==> src/rtl/rdr_pkg.sv <==
package rdr_pkg;
  typedef enum logic [2:0] {
    ST_IDLE, ST_BACKUP, ST_MEAS0, ST_DISTURB, ST_MEAS1, ST_DONE
  } rdr_state_e;
  localparam int unsigned DCW = 20;
  localparam logic HI_STATE_BIT = 1'b0;  // higher Vth reads as 0
endpackage

==> src/rtl/rdr_ctrl.sv <==
module rdr_ctrl import rdr_pkg::*; #(
  parameter int unsigned NCELLS = 16,
  localparam int unsigned IW = (NCELLS > 1) ? $clog2(NCELLS) : 1
) (
  input  logic           clk_i,
  input  logic           rst_ni,
  input  logic           uncorr_err_i,
  input  logic           backup_ack_i,
  input  logic           meas_valid_i,
  input  logic           disturb_ack_i,
  input  logic [DCW-1:0] disturb_target_i,
  output logic [IW-1:0]  idx_o,
  output logic           start_o,
  output logic           wr_en_o,
  output logic           cmp_en_o,
  output logic           backup_req_o,
  output logic           meas_req_o,
  output logic           disturb_req_o,
  output logic           done_o
);
  localparam logic [IW-1:0] LAST = IW'(NCELLS - 1);

  rdr_state_e     state_q;
  logic [IW-1:0]  idx_q;
  logic [DCW-1:0] dcnt_q;

  always_ff @(posedge clk_i or negedge rst_ni) begin
    if (!rst_ni) begin
      state_q <= ST_IDLE;
      idx_q   <= '0;
      dcnt_q  <= '0;
    end else begin
      unique case (state_q)
        ST_IDLE:    if (uncorr_err_i) state_q <= ST_BACKUP;
        ST_BACKUP:  if (backup_ack_i) begin
          state_q <= ST_MEAS0;
          idx_q   <= '0;
        end
        ST_MEAS0:   if (meas_valid_i) begin
          idx_q <= (idx_q == LAST) ? '0 : idx_q + 1'b1;
          if (idx_q == LAST) begin
            state_q <= ST_DISTURB;
            dcnt_q  <= '0;
          end
        end
        ST_DISTURB: if (disturb_ack_i) begin
          // target 0 wraps to 2^20 reads
          if (dcnt_q == disturb_target_i - 1'b1) state_q <= ST_MEAS1;
          else dcnt_q <= dcnt_q + 1'b1;
        end
        ST_MEAS1:   if (meas_valid_i) begin
          idx_q <= (idx_q == LAST) ? '0 : idx_q + 1'b1;
          if (idx_q == LAST) state_q <= ST_DONE;
        end
        ST_DONE:    state_q <= ST_IDLE;
        default:    state_q <= ST_IDLE;
      endcase
    end
  end

  assign idx_o         = idx_q;
  assign start_o       = (state_q == ST_IDLE) && uncorr_err_i;
  assign wr_en_o       = (state_q == ST_MEAS0) && meas_valid_i;
  assign cmp_en_o      = (state_q == ST_MEAS1) && meas_valid_i;
  assign backup_req_o  = (state_q == ST_BACKUP);
  assign meas_req_o    = (state_q == ST_MEAS0) || (state_q == ST_MEAS1);
  assign disturb_req_o = (state_q == ST_DISTURB);
  assign done_o        = (state_q == ST_DONE);

  a_r1_start_on_err: assert property (@(posedge clk_i) disable iff (!rst_ni)
    $rose(backup_req_o) |-> $past(uncorr_err_i));
  a_r2_quiet_in_backup: assert property (@(posedge clk_i) disable iff (!rst_ni)
    backup_req_o |-> !meas_req_o && !disturb_req_o);
  a_r4_exact_disturbs: assert property (@(posedge clk_i) disable iff (!rst_ni)
    $fell(disturb_req_o) |-> $past(disturb_ack_i) && ($past(dcnt_q) == $past(disturb_target_i) - 1'b1));
  a_r4_no_meas_in_disturb: assert property (@(posedge clk_i) disable iff (!rst_ni)
    disturb_req_o |-> !meas_req_o);
  a_r9_done_pulse: assert property (@(posedge clk_i) disable iff (!rst_ni)
    done_o |=> !done_o);
  a_r10_busy_ignores_err: assert property (@(posedge clk_i) disable iff (!rst_ni)
    (meas_req_o || disturb_req_o) |=> !backup_req_o);
endmodule

==> src/rtl/rdr_snap.sv <==
module rdr_snap #(
  parameter int unsigned NCELLS = 16,
  parameter int unsigned VW     = 8,
  localparam int unsigned IW = (NCELLS > 1) ? $clog2(NCELLS) : 1
) (
  input  logic          clk_i,
  input  logic          wr_en_i,
  input  logic [IW-1:0] idx_i,
  input  logic [VW-1:0] vth_i,
  input  logic          bit_i,
  output logic [VW-1:0] vth_o,
  output logic          bit_o
);
  logic [VW-1:0] vth_mem [NCELLS];
  logic [NCELLS-1:0] bit_mem;

  always_ff @(posedge clk_i) begin
    if (wr_en_i) begin
      vth_mem[idx_i] <= vth_i;
      bit_mem[idx_i] <= bit_i;
    end
  end

  assign vth_o = vth_mem[idx_i];
  assign bit_o = bit_mem[idx_i];
endmodule

==> src/rtl/rdr_classify.sv <==
module rdr_classify import rdr_pkg::*; #(
  parameter int unsigned VW = 8
) (
  input  logic [VW-1:0] before_i,
  input  logic [VW-1:0] after_i,
  input  logic          sensed_i,
  input  logic [VW-1:0] win_lo_i,
  input  logic [VW-1:0] win_hi_i,
  input  logic [VW-1:0] thr_i,
  output logic          bit_o,
  output logic          changed_o
);
  logic          in_win;
  logic [VW-1:0] shift;

  always_comb begin
    in_win = (before_i >= win_lo_i) && (before_i <= win_hi_i);
    shift  = (after_i > before_i) ? after_i - before_i : '0;
    if (!in_win)             bit_o = sensed_i;
    else if (shift >= thr_i) bit_o = HI_STATE_BIT;
    else                     bit_o = ~HI_STATE_BIT;
    changed_o = bit_o != sensed_i;
  end
endmodule

==> src/rtl/rd_recovery_engine.sv <==
module rd_recovery_engine import rdr_pkg::*; #(
  parameter int unsigned NCELLS = 16,
  parameter int unsigned VW     = 8,
  localparam int unsigned IW = (NCELLS > 1) ? $clog2(NCELLS) : 1,
  localparam int unsigned CW = $clog2(NCELLS + 1)
) (
  input  logic           clk_i,
  input  logic           rst_ni,
  input  logic           uncorr_err_i,
  input  logic [VW-1:0]  win_lo_i,
  input  logic [VW-1:0]  win_hi_i,
  input  logic [VW-1:0]  shift_thr_i,
  input  logic [DCW-1:0] disturb_cnt_i,
  output logic           backup_req_o,
  input  logic           backup_ack_i,
  output logic           meas_req_o,
  input  logic           meas_valid_i,
  input  logic [VW-1:0]  meas_vth_i,
  input  logic           meas_bit_i,
  output logic           disturb_req_o,
  input  logic           disturb_ack_i,
  output logic           cell_valid_o,
  output logic [IW-1:0]  cell_idx_o,
  output logic           cell_bit_o,
  output logic           done_o,
  output logic [CW-1:0]  changed_cnt_o
);
  logic [IW-1:0] idx;
  logic          start, wr_en, cmp_en;
  logic [VW-1:0] before_vth;
  logic          before_bit, corr_bit, corr_chg;

  rdr_ctrl #(.NCELLS(NCELLS)) u_ctrl (
    .clk_i, .rst_ni, .uncorr_err_i, .backup_ack_i, .meas_valid_i, .disturb_ack_i,
    .disturb_target_i(disturb_cnt_i),
    .idx_o(idx), .start_o(start), .wr_en_o(wr_en), .cmp_en_o(cmp_en),
    .backup_req_o, .meas_req_o, .disturb_req_o, .done_o
  );

  rdr_snap #(.NCELLS(NCELLS), .VW(VW)) u_snap (
    .clk_i, .wr_en_i(wr_en), .idx_i(idx), .vth_i(meas_vth_i), .bit_i(meas_bit_i),
    .vth_o(before_vth), .bit_o(before_bit)
  );

  rdr_classify #(.VW(VW)) u_cls (
    .before_i(before_vth), .after_i(meas_vth_i), .sensed_i(before_bit),
    .win_lo_i, .win_hi_i, .thr_i(shift_thr_i),
    .bit_o(corr_bit), .changed_o(corr_chg)
  );

  always_ff @(posedge clk_i or negedge rst_ni) begin
    if (!rst_ni) begin
      cell_valid_o  <= 1'b0;
      cell_idx_o    <= '0;
      cell_bit_o    <= 1'b0;
      changed_cnt_o <= '0;
    end else begin
      cell_valid_o <= cmp_en;
      if (cmp_en) begin
        cell_idx_o <= idx;
        cell_bit_o <= corr_bit;
      end
      if (start)                   changed_cnt_o <= '0;
      else if (cmp_en && corr_chg) changed_cnt_o <= changed_cnt_o + 1'b1;
    end
  end

  a_r9_cnt_bound: assert property (@(posedge clk_i) disable iff (!rst_ni)
    changed_cnt_o <= CW'(NCELLS));
  a_r5_out_follows_meas: assert property (@(posedge clk_i) disable iff (!rst_ni)
    cell_valid_o |-> $past(meas_req_o) && $past(meas_valid_i));
  a_r9_cnt_steady_when_idle: assert property (@(posedge clk_i) disable iff (!rst_ni)
    (!meas_req_o && !$past(meas_req_o) && !$past(uncorr_err_i)) |-> $stable(changed_cnt_o));
endmodule

==> config.mk <==
export PLATFORM = sky130hd
export DESIGN_NAME = rd_recovery_engine
export DESIGN_NICKNAME = d
export VERILOG_FILES = /design/src/rtl/rdr_pkg.sv /design/src/rtl/rdr_ctrl.sv /design/src/rtl/rdr_snap.sv /design/src/rtl/rdr_classify.sv /design/src/rtl/rd_recovery_engine.sv
export SDC_FILE = /design/constraint.sdc
export NUM_CORES = 1
export LEC_CHECK = 0
export ABC_CLOCK_PERIOD_IN_PS = 6200
export BUFFER_PORTS_ARGS = -buffer_cell sky130_fd_sc_hd__buf_2
export CAP_MARGIN = 0
export CORE_UTILIZATION = 30
export CTS_CLUSTER_DIAMETER = 60
export DETAILED_ROUTE_END_ITERATION = 8
export SLEW_MARGIN = 20
export SYNTH_ARGS = -nofsm -noshare
export SYNTH_HDL_FRONTEND = slang
export SYNTH_SLANG_ARGS = --single-unit
export TNS_END_PERCENT = 5
==> constraint.sdc <==
create_clock -name clk_i -period 6.2 [get_ports clk_i]
set_input_delay 0.31 -clock clk_i [delete_from_list [all_inputs] [get_ports clk_i]]
set_output_delay 0.31 -clock clk_i [all_outputs]
set_load 0.03 [all_outputs]
* Yosys cells after proc, flatten, opt, wreduce, memory -nomap -nowiden *
Memories as Yosys holds them, arrays and structs flattened.
Index checks and enable logic that the tools add are counted.

word-level totals
  flip-flop bits (word level) = 54
  bits in writable memories = 128
  input bits = 59
  output and inout port bits = 15
  logic and storage cells = 83
  memories = 1

memory list
  name            words  width  rd ports  clocked after Yosys merged registers in  wr ports  RTL line        source
  u_snap.vth_mem  16     8      1         0                                        1         rdr_snap.sv:14  logic [VW-1:0] vth_mem [NCELLS];

cells by class
  add/sub/neg operators = 5
  magnitude comparators = 6
  equality and inequality tests = 18
  multiplexer cells = 30
  reduce and logical (&&, ||, !) cells = 15

operator list
  operator               count
  $mux 20                4
  $pmux 20 s2            1
  $mux 3                 8
  $add 20x1->20 const B  1
  $eq 20x20->1           1
  $sub 20x1->20 const B  1
  $bwmux 16              1
  $ge 8x8->1             2
  $pmux 3 s5             1
  $mux 4                 3
  $ne 2x1->1 const B     6
  $mux 5                 2
  $gt 8x8->1             1
  $le 8x8->1             1
  $mux 8                 1
  $ne 2x2->1 const B     4
  $pmux 4 s2             1
  $reduce_and 8->1       1
  $sub 8x8->8            1
  $eq 3x2->1 const B     2
  $eq 3x3->1 const B     2
  $logic_and 1x1->1      6
  $mux 1                 6
  $reduce_bool 2->1      3
  other kinds (14)       14

* Depth between registers and ports, before layout *
Gate-level depths: netlist of the first run.
An unclocked memory read counts as a cell.

  depth in word-level cells = 10
  mapped depth = 24
  depth with buffers taken out = 21

* Hierarchy *
A second synthesis of the first run with hierarchy kept.

unflattened totals
  cell total of the unflattened synthesis = 691
  area, all modules = 9,306.4 um2

modules (own cells, without submodules)
  module              times used  cells an instance  area each (um2)  sequential area each (um2)
  rdr_snap            1           247                5,495.3          4,324.1
  rdr_ctrl            1           268                2,294.7          675.6
  rdr_classify        1           140                1,032.2          0.0
  rd_recovery_engine  1           36                 484.2            275.3

* Worst setup path before layout of the first run *
No wires, ideal clock.

  kind = register to register
  start point = reg u_ctrl.idx_q[0] (netlist: u_ctrl.idx_o[0])
  end point = reg changed_cnt_o[2]
  library setup time = 0.077 ns
  arrival = 6.115 ns
  data required time = 6.123 ns
  path slack = 0.007 ns
  cell stages (with the launch flop) = 24
  buffers on the path = 3
  period minus slack after synthesis = 6.193 ns
  path through = dfrtp_1 clkbuf_1 clkbuf_1 buf_1 mux4_2 mux4_2 inv_1 ha_1 nor2b_1 o21ai_0 a21oi_1 o21ai_0 a21oi_1 o21a_1 o22ai_1 nor2_1 ha_1 a2111oi_0 nor2b_1 o21ai_0 a21oi_1 o2111ai_1 or3_1 a21oi_1

between the ends
  cells in the longest elaborated chain, start to end = 9
  elaborated cells on any way between the ends = 15
  those cells by class = add/sub: 1; order compare: 4; eq/ne: 1; mux: 5; reduce/logical: 3; memory: 1

RTL lines
  element                                    RTL line                  source
  start: declaration                         rdr_ctrl.sv:24            logic [IW-1:0] idx_q;
  start signal: assignment                   rdr_ctrl.sv:40            idx_q <= (idx_q == LAST) ? '0 : idx_q + 1'b1;
  start signal: assignment                   rdr_ctrl.sv:52            idx_q <= (idx_q == LAST) ? '0 : idx_q + 1'b1;
  $mem_v2 16x8                               --
  $sub 8x8->8 or $gt 8x8->1 (tied branches)  rdr_classify.sv:18        shift = (after_i > before_i) ? after_i - before_i : '0;
  $mux 8                                     rdr_classify.sv:18
  $ge 8x8->1                                 rdr_classify.sv:20        else if (shift >= thr_i) bit_o = HI_STATE_BIT;
  $mux 1                                     rdr_classify.sv:20
  $mux 1                                     rdr_classify.sv:19        if (!in_win) bit_o = sensed_i;
  $ne 1x1->1 *                               rdr_classify.sv:22        changed_o = bit_o != sensed_i;
  $logic_and 1x1->1 *                        rd_recovery_engine.sv:64  else if (cmp_en && corr_chg) changed_cnt_o <= changed_cnt_o + 1'b1;
  $reduce_bool 2->1 (no source line) *       --
  end signal: assignment                     rd_recovery_engine.sv:64
  end: declaration                           rd_recovery_engine.sv:26  output logic [CW-1:0] changed_cnt_o

Mark *: on every way between the ends. The rest lies on a longest branch, timed or not. The select of a mux whose other input is x is not followed.
A chain may end at the register's enable or synchronous reset.

* Final worst setup path of the first run *
Same ends and word-level chain as after synthesis.

==> results of run 1 <==
-- report_power, final --
group	internal [mW]	switching, mW	leakage [nW]	total (mW)
combinational	0.348	0.336	1.91	0.684
sequential	1.34	0.0531	1.80	1.39
clock	0.736	0.447	0.334	1.18
total	2.42	0.836	4.05	3.26
-- final cells by class --
class	count	share of cell area
inverters	54	0.0187
repair buffers	88	0.0441
clock inverters	8	0.00923
well taps	390	0.0450
clock buffers	24	0.0533
multi-input cells	431	0.343
flip-flops and latches	182	0.486
-- registers in the layout (all words and copies together) (netlist names) --
| name | cells |
|---|---|
| u_ctrl.idx_o | 4 |
| u_ctrl.state_q | 3 |
| cell_valid_o | 1 |
| cell_idx_o | 4 |
| u_snap.vth_mem | 128 |
| changed_cnt_o | 5 |
| u_snap.bit_mem | 16 |
| cell_bit_o | 1 |
| u_ctrl.dcnt_q | 20 |
-- worst max path at each step --
stage,startpoint,end,cells after the start
floorplan,u_ctrl.idx_o[0],changed_cnt_o[2],23
global placement,u_ctrl.idx_o[0],changed_cnt_o[2],22
detailed placement,u_ctrl.idx_o[0],changed_cnt_o[2],20
CTS,u_ctrl.idx_o[0],changed_cnt_o[2],20
global route,u_ctrl.idx_o[0],changed_cnt_o[2],20
finish,u_ctrl.idx_o[0],changed_cnt_o[2],20
-- per-layer routing --
layer	part of all wire	up-vias	GRT usage
li1	-	2832	-
met2	0.49	143	0.238
met3	0.050	20	0.0313
met1	0.44	2926	0.188
met5	0.0012	-	0
met4	0.014	4	0.0388
-- cells in the final DEF, fill, tap and decap left out, types with 16 or more instances in the layout --
cell type,Yosys,routed
edfxtp_1,144,144
buf_2,3,73
inv_1,53,53
mux4_2,45,45
ha_1,39,39
dfrtp_1,38,37
nand2_1,34,34
a21oi_1,30,30
nor2_1,33,27
o21ai_0,27,27
clkbuf_16,0,22
and3_1,19,19
or3_1,18,18
xnor2_1,16,16
-- worst max-delay path, stage by stage (launching register included) --
cell and delay (ns):
dfrtp_2 0.67, buf_4 0.44, mux4_2 0.56, mux4_2 0.55, inv_1 0.08, ha_1 0.23, inv_1 0.10, a21oi_1 0.06
o21ai_0 0.22, a21oi_1 0.12, o21a_1 0.17, o22ai_1 0.26, nor2_1 0.10, ha_1 0.29, a2111oi_0 0.57, nor2b_1 0.20
o21ai_0 0.16, a21oi_1 0.21, o2111ai_1 0.18, or3_1 0.34, a21oi_1 0.14
-- kinds of logic (layout without fill, tap and decap cells) --
logic type	Yosys count	count (layout)	synth area share
muxes	50	50	0.115
AOI/OAI and AO/OA	118	118	0.0834
DFF	182	182	0.569
xor gates and xnor gates	28	28	0.0265
adders and majority gates	40	40	0.0548
and+or+nand+nor	195	195	0.118
buffers and inverters	78	174	0.0332
==> results by group, run 1 <==
Detailed routing
  – Number of nets still failing antenna checks after routing: 0
  – DRT iter0 DRCs: 343
  – Final WL: 21800 um
  – Via count: about 5900
  – Drc violations: 0
  – Vias per cell: just over 5
  – Drt first pass iters: 5
  – Routed WL per cell: 18.6 um

Clock network
  – Post-CTS Setup Inserts: 0
  – Clock Root Buffer: clkbuf_16
  – CTS tree: yes
  – CTS HTree Levels: 4
  – Post-CTS Resized: 0
  – Clk sinks: about 180
  – Maximum root-to-sink buffer count: 2
  – Total CTS buffers: 17
  – Hold-fix buffers, CTS: 0
  – Clock slew at reported path FFs: 0.06 ns
  – Clock Latency Late Sink: 0.43 ns

Power and ir drop
  – PwrDens: 301 mW/mm2
  – Static Leak: ~4.0 nW
  – Overall Power: 3.26 mW
  – Worst vdd ir: 0.000218 V

GRT
  – Number of global-route vias before repair: 5885
  – Grt ovf: 0
  – Initial antenna violation count: 3
  – Largest net degree at the start of global routing: 40
  – All-layer global routing usage: 0.143
  – First-pass GRT wire length: 33600 um

Cells and area
  – Fin util: 0.361
  – Final Instance Count excl. Fillers: roughly 1200
  – Layout area overhead: 17.1%
  – Diode count: 0
  – Sequential cell area: 0.00528 mm2
  – Multi-input gate area: roughly 0.0037 mm2
  – Share of cells above drive strength 1: 0.248
  – Filler instances: around 2900
  – Finished Cell Area: 0.0108 mm2
  – Fin nets: 873

Worst setup path
  – Crit Path Max Fanout: 22
  – CP Data Arrival Time: 6.10 ns
  – Critical Path RT: 6.55 ns
  – RR Startpoint: u_ctrl.idx_o[0]
  – R2R Path End: changed_cnt_o[2]
  – Kind of critical path: flip-flop to flip-flop
  – Internal reg-to-reg setup slack: roughly 0.45 ns
  – Nature of the critical path endpoint: flip-flop
  – Reg2Reg Depth: 20
  – Startpoint types: flip-flop

Synthesis
  – Warnings from Yosys: 0
  – Synthesized area per cell: 13.4 um2
  – Post-synth EDFFs: 144
  – Sequential share of the synthesized area: 0.569
  – Top cell type by total area after synthesis: edfxtp_1
  – Top post-synthesis cells by area: edfxtp_1 47%, mux4_2 11%, dfrtp_1 10%, ha_1 5.3%, inv_1 2.1%
  – FF+latch count, synth: roughly 180
  – Synth cell count leaders: 144 x edfxtp_1, 53 x inv_1, 45 x mux4_2
  – FFs w/ async S/R, synth: 0.209
  – Top cell type's share of synthesized area: 0.467
  – Most used DFF post-synth: edfxtp_1
  – Netlist cell types: 64
  – Mapped Cells: 691
  – Most frequent cell after synthesis: edfxtp_1
  – Synthesized area: 0.00927 mm2
  – Post-synth net total: around 800

Placement
  – Post-DP HPWL: 15600 um
  – Pre-CTS WS: about 0.42 ns
  – Port bufs: 73
  – Inst Count DP: 1145
  – Gpl congestion: slightly above 0.8
  – Placed Area: 0.0102 mm2

Run status
  – Status: completed

STA
  – Final Hold Viols: 0
  – Setup WS post-layout: 0.451 ns
  – Fin Clk Skew: 0.00809 ns
  – Unrepaired setup endpoints after global routing: no
  – Hold_ws: 0.0406 ns
  – Peak Freq: between 150 and 200 MHz
  – Total negative slack: 0 ns
  – Final min period: 5.75 ns
  – Slew Viols, Final: 0
  – Final Cycle Share: 0.927
  – Final setup fails: 0
  – Slew headroom: 0.248
  – Worst Tran Pin Value: 1.12 ns

Floorplanning
  – Die area: 0.0316 mm2
  – IO Pins: 74
  – Placeable Area: 0.0300 mm2
  – Die X-Extent: 178 um
  – Starting Density: 0.309
  – Rows: 63
  – Chip Height: 178 um

Job
  – Max Cap Viol: 0

Hold path
  – Hold Path Class: primary input to async pin
(Power assumes the default switching activity.)
==> inputs of run 2 (changes only) <==
--- a/config.mk
+++ b/config.mk
@@ -8,9 +8,12 @@
 export ABC_CLOCK_PERIOD_IN_PS = 6200
 export BUFFER_PORTS_ARGS = -buffer_cell sky130_fd_sc_hd__buf_2
 export CAP_MARGIN = 0
+export CELL_PAD_IN_SITES_DETAIL_PLACEMENT = 2
+export CELL_PAD_IN_SITES_GLOBAL_PLACEMENT = 2
 export CORE_UTILIZATION = 30
 export CTS_CLUSTER_DIAMETER = 60
 export DETAILED_ROUTE_END_ITERATION = 8
+export PLACE_DENSITY_LB_ADDON = 0.1
 export SLEW_MARGIN = 20
 export SYNTH_ARGS = -nofsm -noshare
 export SYNTH_HDL_FRONTEND = slang
==> run 2 against run 1 <==
  * Via count grew 5.6%
  * Register-to-register slack gained 0.03 ns
  * First-iteration DRC count shrank 2.3%
  * Clock power shrank 8%
  * Die area is the same
  * Sequential power is essentially flat
  * Power shrank 1.2%
  * Cell count grew 0.76%
  * Clock-buffer cell count shrank 7
  * Worst setup slack gained 0.031 ns
  * Maximum frequency grew 0.53%
==> results by group, run 2 (synthesis gave the netlist of run 1 again) <==
Run status
  – Status: completed (unchanged)

STA
  – Unrepaired setup endpoints after global routing: no (unchanged)
  – Setup WS post-layout: 0.481 ns (was 0.451 ns)
  – Final setup fails: 0 (unchanged)
  – Slew Viols, Final: 0 (unchanged)
  – Slew headroom: 0.235 (was 0.248)
  – Final min period: 5.72 ns (was 5.75 ns)
  – Fin Clk Skew: 0.0144 ns (was 0.00809 ns)
  – Total negative slack: 0 ns (unchanged)
  – Final Hold Viols: 0 (unchanged)
  – Worst Tran Pin Value: 1.14 ns (was 1.12 ns)
  – Peak Freq: 175 MHz (was 174 MHz)
  – Final Cycle Share: 0.922 (was 0.927)

Cells and area
  – Share of cells above drive strength 1: 0.245 (was 0.248)
  – Fin nets: 882 (was 873)
  – Most flop-heavy register: u_snap.vth_mem (unchanged)
  – Largest regs: u_snap.vth_mem (128), u_ctrl.dcnt_q (20), u_snap.bit_mem (16) (unchanged)
  – Commonest non-fill, non-tap cell in the layout: edfxtp_1 (unchanged)
  – Final Instance Count excl. Fillers: 1186 (was 1177)
  – Max reg flops: 128 (unchanged)
  – Layout area overhead: 16.9% (was 17.1%)
  – Most frequent cells in the layout: 144 x edfxtp_1, 73 x buf_2, 53 x inv_1 (unchanged)

Worst setup path
  – Crit Path Max Fanout: 12 (was 22)
  – Buffers and inverters on the worst path: 1 (was 3)
  – Critical Path RT: 6.56 ns (was 6.55 ns)
  – Crit. path cell count: 22 (was 20)
  – Nature of the critical path endpoint: flip-flop (unchanged)
  – Reg2Reg Depth: 22 (was 20)
  – Crit path top cell by count: a21oi_1 (unchanged)
  – Slowest-stage cell, CP: dfrtp_4 (was dfrtp_2)
  – CP Data Arrival Time: 6.08 ns (was 6.10 ns)
  – Kind of critical path: flip-flop to flip-flop (unchanged)
  – Cell family with most CP delay: compound AO/OA/AOI/OAI gates (unchanged)
  – Max stage delay on crit path: 0.60 ns (was 0.67 ns)
  – Startpoint types: flip-flop (unchanged)
  – CP cell instances: mux4_2 -> mux4_2 -> ha_1 -> fa_1 -> nor2b_1 -> o21ai_0 -> a21oi_1 -> o21ai_0 -> a21oi_1 -> o21a_1 -> o22ai_1 -> buf_4 -> or2_2 -> ha_1 -> nand2b_1 -> a21o_1 -> a21oi_1 -> o21ai_0 -> a21oi_1 -> o2111ai_1 -> or3_1 -> a21oi_1 (was buf_4 -> mux4_2 -> mux4_2 -> inv_1 -> ha_1 -> inv_1 -> a21oi_1 -> o21ai_0 -> a21oi_1 -> o21a_1 -> o22ai_1 -> nor2_1 -> ha_1 -> a2111oi_0 -> nor2b_1 -> o21ai_0 -> a21oi_1 -> o2111ai_1 -> or3_1 -> a21oi_1)

Clock network
  – Total CTS buffers: 17 (unchanged)
  – Clock Latency Late Sink: 0.44 ns (was 0.43 ns)
  – Clock Root Buffer: clkbuf_16 (unchanged)
  – CTS tree: yes (unchanged)
  – Maximum root-to-sink buffer count: 2 (unchanged)
  – CTS HTree Levels: 4 (unchanged)
  – Clk sinks: 182 (unchanged)
  – Clock slew at reported path FFs: 0.07 ns (was 0.06 ns)

Power and ir drop
  – Worst vdd ir: 0.000177 V (was 0.000218 V)
  – PwrDens: 297 mW/mm2 (was 301 mW/mm2)
  – Static Leak: 4.06 nW (was 4.05 nW)

Floorplanning
  – IO Pins: 74 (unchanged)
  – Starting Density: 0.309 (unchanged)
  – Rows: 63 (unchanged)
  – Die area: 0.0316 mm2 (unchanged)
  – Placeable Area: 0.0300 mm2 (unchanged)
  – Chip Height: 178 um (unchanged)
  – Die X-Extent: 178 um (unchanged)

Placement
  – Inst Count DP: 1151 (was 1145)
  – Pre-CTS WS: 0.187 ns (was 0.421 ns)
  – Gpl congestion: 0.797 (was 0.819)
  – Post-DP HPWL: 19200 um (was 15600 um)
  – Port bufs: 73 (unchanged)

GRT
  – All-layer global routing usage: 0.179 (was 0.143)
  – Grt ovf: 0 (unchanged)
  – First-pass GRT wire length: 41200 um (was 33600 um)
  – Number of global-route vias before repair: 6967 (was 5885)
  – Initial antenna violation count: 0 (was 3)
  – Largest net degree at the start of global routing: 40 (unchanged)

Detailed routing
  – Drc violations: 0 (unchanged)
  – Vias per cell: 5.28 (was 5.03)
  – Final WL: 26800 um (was 21800 um)
  – Routed WL per cell: 22.6 um (was 18.6 um)
  – Via count: 6257 (was 5925)
  – Drt first pass iters: 4 (was 5)
  – DRT iter0 DRCs: 335 (was 343)
  – Number of nets still failing antenna checks after routing: 0 (unchanged)

Job
  – Max Cap Viol: 0 (unchanged)

Hold path
  – Depth of the worst hold-timing path: 3
  – Hold Path Class: primary input to flip-flop (was primary input to async pin)
run 2: cell count changes in the layout (fill, tap and decap cells not counted), sizes merged:
cell,change
diode,+1
inv,+6
clkinv,+2
clkbuf,-7
dlygate4sd3,+1
buf,+8
bufinv,-1
clkinvlp,-1
run 2: final timing paths:
kind	slack, ns	start	to
setup / recovery	0.48	u_ctrl.idx_o[0]	changed_cnt_o[2]
max in group asynchronous	5.41	rst_ni	u_ctrl.idx_o[0]
setup reg to reg	0.48	u_ctrl.idx_o[0]	changed_cnt_o[2]
hold / removal	0.16	backup_ack_i	u_ctrl.state_q[1]
hold reg to reg	0.49	cell_idx_o[0]	cell_idx_o[0]
min in group asynchronous	0.29	rst_ni	u_ctrl.dcnt_q[6]
run 2: report_power, final:
part           switching (mW)  internal (mW)  total, mW  leakage, nW
sequential             0.0540           1.34       1.39         1.80
clock                   0.512          0.573       1.09        0.289
combinational           0.379          0.360      0.740         1.97
run 2: tightest hold or removal path, cell delays in order:
cell	delay, ns
buf_2	0.11
nand2_1	0.06
o221ai_1	0.07
run 2: cell type report:
| class | count | area, um2 |
|---|---|---|
| fillers | 3096 | 19200 |
| flip-flops and latches | 182 | 5280 |
| inverters | 54 | 203 |
| diodes | 1 | 2.50 |
| clock inverters | 14 | 166 |
| clock buffers | 17 | 425 |
| multi-input cells | 431 | 3700 |
| repair buffers | 97 | 564 |
| well taps | 390 | 488 |
run 2: repair_timing:
item	CTS	global route
setup buffers	0	1
gates resized for setup	0	3
setup endpoints to repair	0	5
hold buffers	0	1
hold endpoints to repair	0	11
run 2: layer usage:
metal	global-route usage	wire length, um	part of all wire
met1	0.239	12200	0.46
met4	0.0481	326	0.012
met3	0.0223	1050	0.039
met2	0.305	13200	0.49
met5	0	0	0
run 2: through the flow:
stage	total power, mW	hold slack [ns]	util	instance area [um2]
after CTS	3.25	0.0599	0.359	10800
after global routing	3.39	0.162	0.361	10800
after floorplan	1.92	0.0144	-	9270
final	3.22	0.162	0.361	10800
after global placement	2.12	0.455	0.339	10200
after detailed placement	2.16	0.488	0.339	10200
==> inputs of run 3 (changes only) <==
--- a/config.mk
+++ b/config.mk
@@ -14,6 +14,7 @@
 export CTS_CLUSTER_DIAMETER = 60
 export DETAILED_ROUTE_END_ITERATION = 8
 export PLACE_DENSITY_LB_ADDON = 0.1
+export RECOVER_POWER = 25
 export SLEW_MARGIN = 20
 export SYNTH_ARGS = -nofsm -noshare
 export SYNTH_HDL_FRONTEND = slang
==> run 3 against run 2 <==
  * Cell count unchanged
  * Sequential power about the same
  * Global-route usage unchanged
  * Worst setup slack better by 0.00089 ns
  * Via count unchanged
  * Routed wire length about the same
  * Clock power about the same
  * Sequential share of layout area about the same
  * Worst hold slack about the same
  * Final area about the same
  * Largest power group unchanged
==> results by group, run 3 (synthesis gave the netlist of run 1 again) <==
Worst setup path
  – RR Startpoint: u_ctrl.idx_o[0] (unchanged)
  – CP Data Arrival Time: 6.08 ns (about the same)
  – Crit Path Max Fanout: 12 (unchanged)
  – Kind of critical path: flip-flop to flip-flop (unchanged)
  – Startpoint types: flip-flop (unchanged)
  – R2R Path End: changed_cnt_o[2] (unchanged)
  – Reg2Reg Depth: 22 (unchanged)
  – Nature of the critical path endpoint: flip-flop (unchanged)
  – Critical Path RT: 6.56 ns (about the same)
  – Internal reg-to-reg setup slack: 0.48 ns (about the same)

GRT
  – GR Layer Usage met2: 0.305 (unchanged)
  – GR Util met3: 0.0223 (unchanged)
  – Busiest metal layer after global routing: met2 (unchanged)
  – Met1 GRT Util: 0.239 (unchanged)
  – All-layer global routing usage: 0.179 (unchanged)
  – Grt ovf: 0 (unchanged)
  – Number of global-route vias before repair: 6967 (unchanged)
  – Largest net degree at the start of global routing: 40 (unchanged)
  – Initial antenna violation count: 0 (unchanged)
  – First-pass GRT wire length: 41200 um (unchanged)

Power and ir drop
  – Clock power share: 0.337 (about the same)
  – Internal: 2.27 mW (about the same)
  – P_sw: 0.945 mW (was 0.946 mW)
  – Static Leak: 4.04 nW (was 4.06 nW)
  – PwrDens: 297 mW/mm2 (about the same)
  – Worst vdd ir: 0.000177 V (about the same)
  – Logic pwr share: 0.230 (about the same)
  – Switching share of total power: 0.294 (about the same)
  – Sequential share of power: 0.433 (about the same)

Cells and area
  – Max reg flops: 128 (unchanged)
  – Layout area overhead: 16.8% (was 16.9%)
  – Final Instance Count excl. Fillers: 1186 (unchanged)
  – Fin nets: 882 (unchanged)
  – Fin util: 0.360 (was 0.361)
  – Share of cells above drive strength 1: 0.238 (was 0.245)
  – Most frequent cells in the layout: 144 x edfxtp_1, 67 x buf_2, 53 x inv_1 (was 144 x edfxtp_1, 73 x buf_2, 53 x inv_1)
  – Largest regs: u_snap.vth_mem (128), u_ctrl.dcnt_q (20), u_snap.bit_mem (16) (unchanged)
  – Most flop-heavy register: u_snap.vth_mem (unchanged)
  – Commonest non-fill, non-tap cell in the layout: edfxtp_1 (unchanged)
  – Filler instances: 3098 (was 3096)

Detailed routing
  – Via count: 6257 (unchanged)
  – DRT iter0 DRCs: 336 (was 335)
  – Drt first pass iters: 4 (unchanged)
  – Number of nets still failing antenna checks after routing: 0 (unchanged)
  – Routed WL per cell: 22.6 um (about the same)
  – Drc violations: 0 (unchanged)
  – Vias per cell: 5.28 (unchanged)
  – Final WL: 26800 um (about the same)

Floorplanning
  – Placeable Area: 0.0300 mm2 (unchanged)
  – Die X-Extent: 178 um (unchanged)
  – Starting Density: 0.309 (unchanged)
  – IO Pins: 74 (unchanged)
  – Rows: 63 (unchanged)
  – Chip Height: 178 um (unchanged)
  – Die area: 0.0316 mm2 (unchanged)

Placement
  – Post-DP HPWL: 19200 um (unchanged)
  – Port bufs: 73 (unchanged)
  – Pre-CTS WS: 0.187 ns (unchanged)
  – Gpl congestion: 0.797 (unchanged)
  – Inst Count DP: 1151 (unchanged)

Clock network
  – Total CTS buffers: 17 (unchanged)
  – Maximum root-to-sink buffer count: 2 (unchanged)
  – CTS HTree Levels: 4 (unchanged)
  – Clock Root Buffer: clkbuf_16 (unchanged)
  – Clock Latency Late Sink: 0.44 ns (about the same)
  – CTS tree: yes (unchanged)
  – Clock slew at reported path FFs: 0.07 ns (about the same)
  – Clk sinks: 182 (unchanged)

Hold path
  – Hold Startpoint: backup_ack_i (unchanged)
  – Hold Path Class: primary input to flip-flop (unchanged)
  – Depth of the worst hold-timing path: 3 (unchanged)
  – Endpoint, Worst Hold: u_ctrl.state_q[1] (unchanged)

STA
  – Final setup fails: 0 (unchanged)
  – Setup WS post-layout: 0.482 ns (was 0.481 ns)
  – Final min period: 5.72 ns (about the same)
  – Unrepaired setup endpoints after global routing: no (unchanged)
  – Worst Tran Pin Value: 1.14 ns (about the same)
  – Final Cycle Share: 0.922 (about the same)
  – Slew headroom: 0.233 (was 0.235)
  – Total negative slack: 0 ns (unchanged)
  – Peak Freq: 175 MHz (about the same)
  – Fin Clk Skew: 0.0144 ns (about the same)
  – Slew Viols, Final: 0 (unchanged)
  – Final Hold Viols: 0 (unchanged)

Run status
  – Status: completed (unchanged)

Job
  – Max Cap Viol: 0 (unchanged)
[run 3: cell count changes in the layout (fill, tap and decap cells not counted)]
cell      previous run  this run
buf_2               73        67
clkbuf_1             0         6
[run 3: cell type report]
type | instances | area (um2) | area share
sequential | 182 | 5280 | 0.488
multi-input combinational | 431 | 3700 | 0.342
timing repair buffer | 97 | 557 | 0.0514
tap | 390 | 488 | 0.0451
clock buffer | 17 | 425 | 0.0393
inverter | 54 | 203 | 0.0187
clock inverter | 14 | 166 | 0.0154
antenna | 1 | 2.50 | 0.000231
[run 3: timing repair]
action	CTS	global route
endpoints found under the setup margin	0	5
endpoints found under the hold margin	0	11
setup buffers	0	1
hold buffers	0	1
gates resized for setup	0	3
[run 3: per-layer routing]
metal	wire, um	part of all wire	up-vias
li1	-	-	2845
met1	12200	0.45	3278
met2	13200	0.49	109
met3	1110	0.042	25
met4	326	0.012	0
met5	0	0	-
[run 3: how the worst max path moves through the flow]
stage	startpoint	depth (start not counted)	slack (ns)	end
finish	u_ctrl.idx_o[0]	22	0.48	changed_cnt_o[2]
global route	u_ctrl.idx_o[0]	21	0.002	changed_cnt_o[2]
CTS	u_ctrl.idx_o[0]	19	0.16	changed_cnt_o[2]
detailed placement	u_ctrl.idx_o[0]	20	0.19	changed_cnt_o[2]
global placement	u_ctrl.idx_o[0]	20	0.34	changed_cnt_o[2]
floorplan	u_ctrl.idx_o[0]	23	0.007	changed_cnt_o[2]
[run 3: critical path, stage by stage, from the launching register on]
cell	delay (ns)
dfrtp_4	0.60
mux4_2	0.56
mux4_2	0.51
ha_1	0.23
fa_1	0.38
nor2b_1	0.18
o21ai_0	0.12
a21oi_1	0.20
o21ai_0	0.12
a21oi_1	0.24
o21a_1	0.15
o22ai_1	0.11
buf_4	0.17
or2_2	0.28
ha_1	0.26
nand2b_1	0.14
a21o_1	0.18
a21oi_1	0.15
o21ai_0	0.13
a21oi_1	0.20
o2111ai_1	0.20
or3_1	0.37
a21oi_1	0.14
[run 3: through the flow]
stage          area (um2)  hold slack [ns]  total power [mW]
2_1_floorplan        9270           0.0144              1.92
3_3_place_gp        10200            0.455              2.12
3_5_place_dp        10200            0.488              2.16
4_1_cts             10800           0.0599              3.25
5_1_grt             10800            0.162              3.39
6_report            10800            0.162              3.22
[run 3: power by group through the flow]
stage,combinational [mW],clock (mW),sequential (mW)
3_5_place_dp,0.723,0,1.43
5_1_grt,0.830,1.15,1.40
2_1_floorplan,0.529,0,1.39
6_report,0.739,1.08,1.39
4_1_cts,0.730,1.12,1.41
3_3_place_gp,0.692,0,1.43
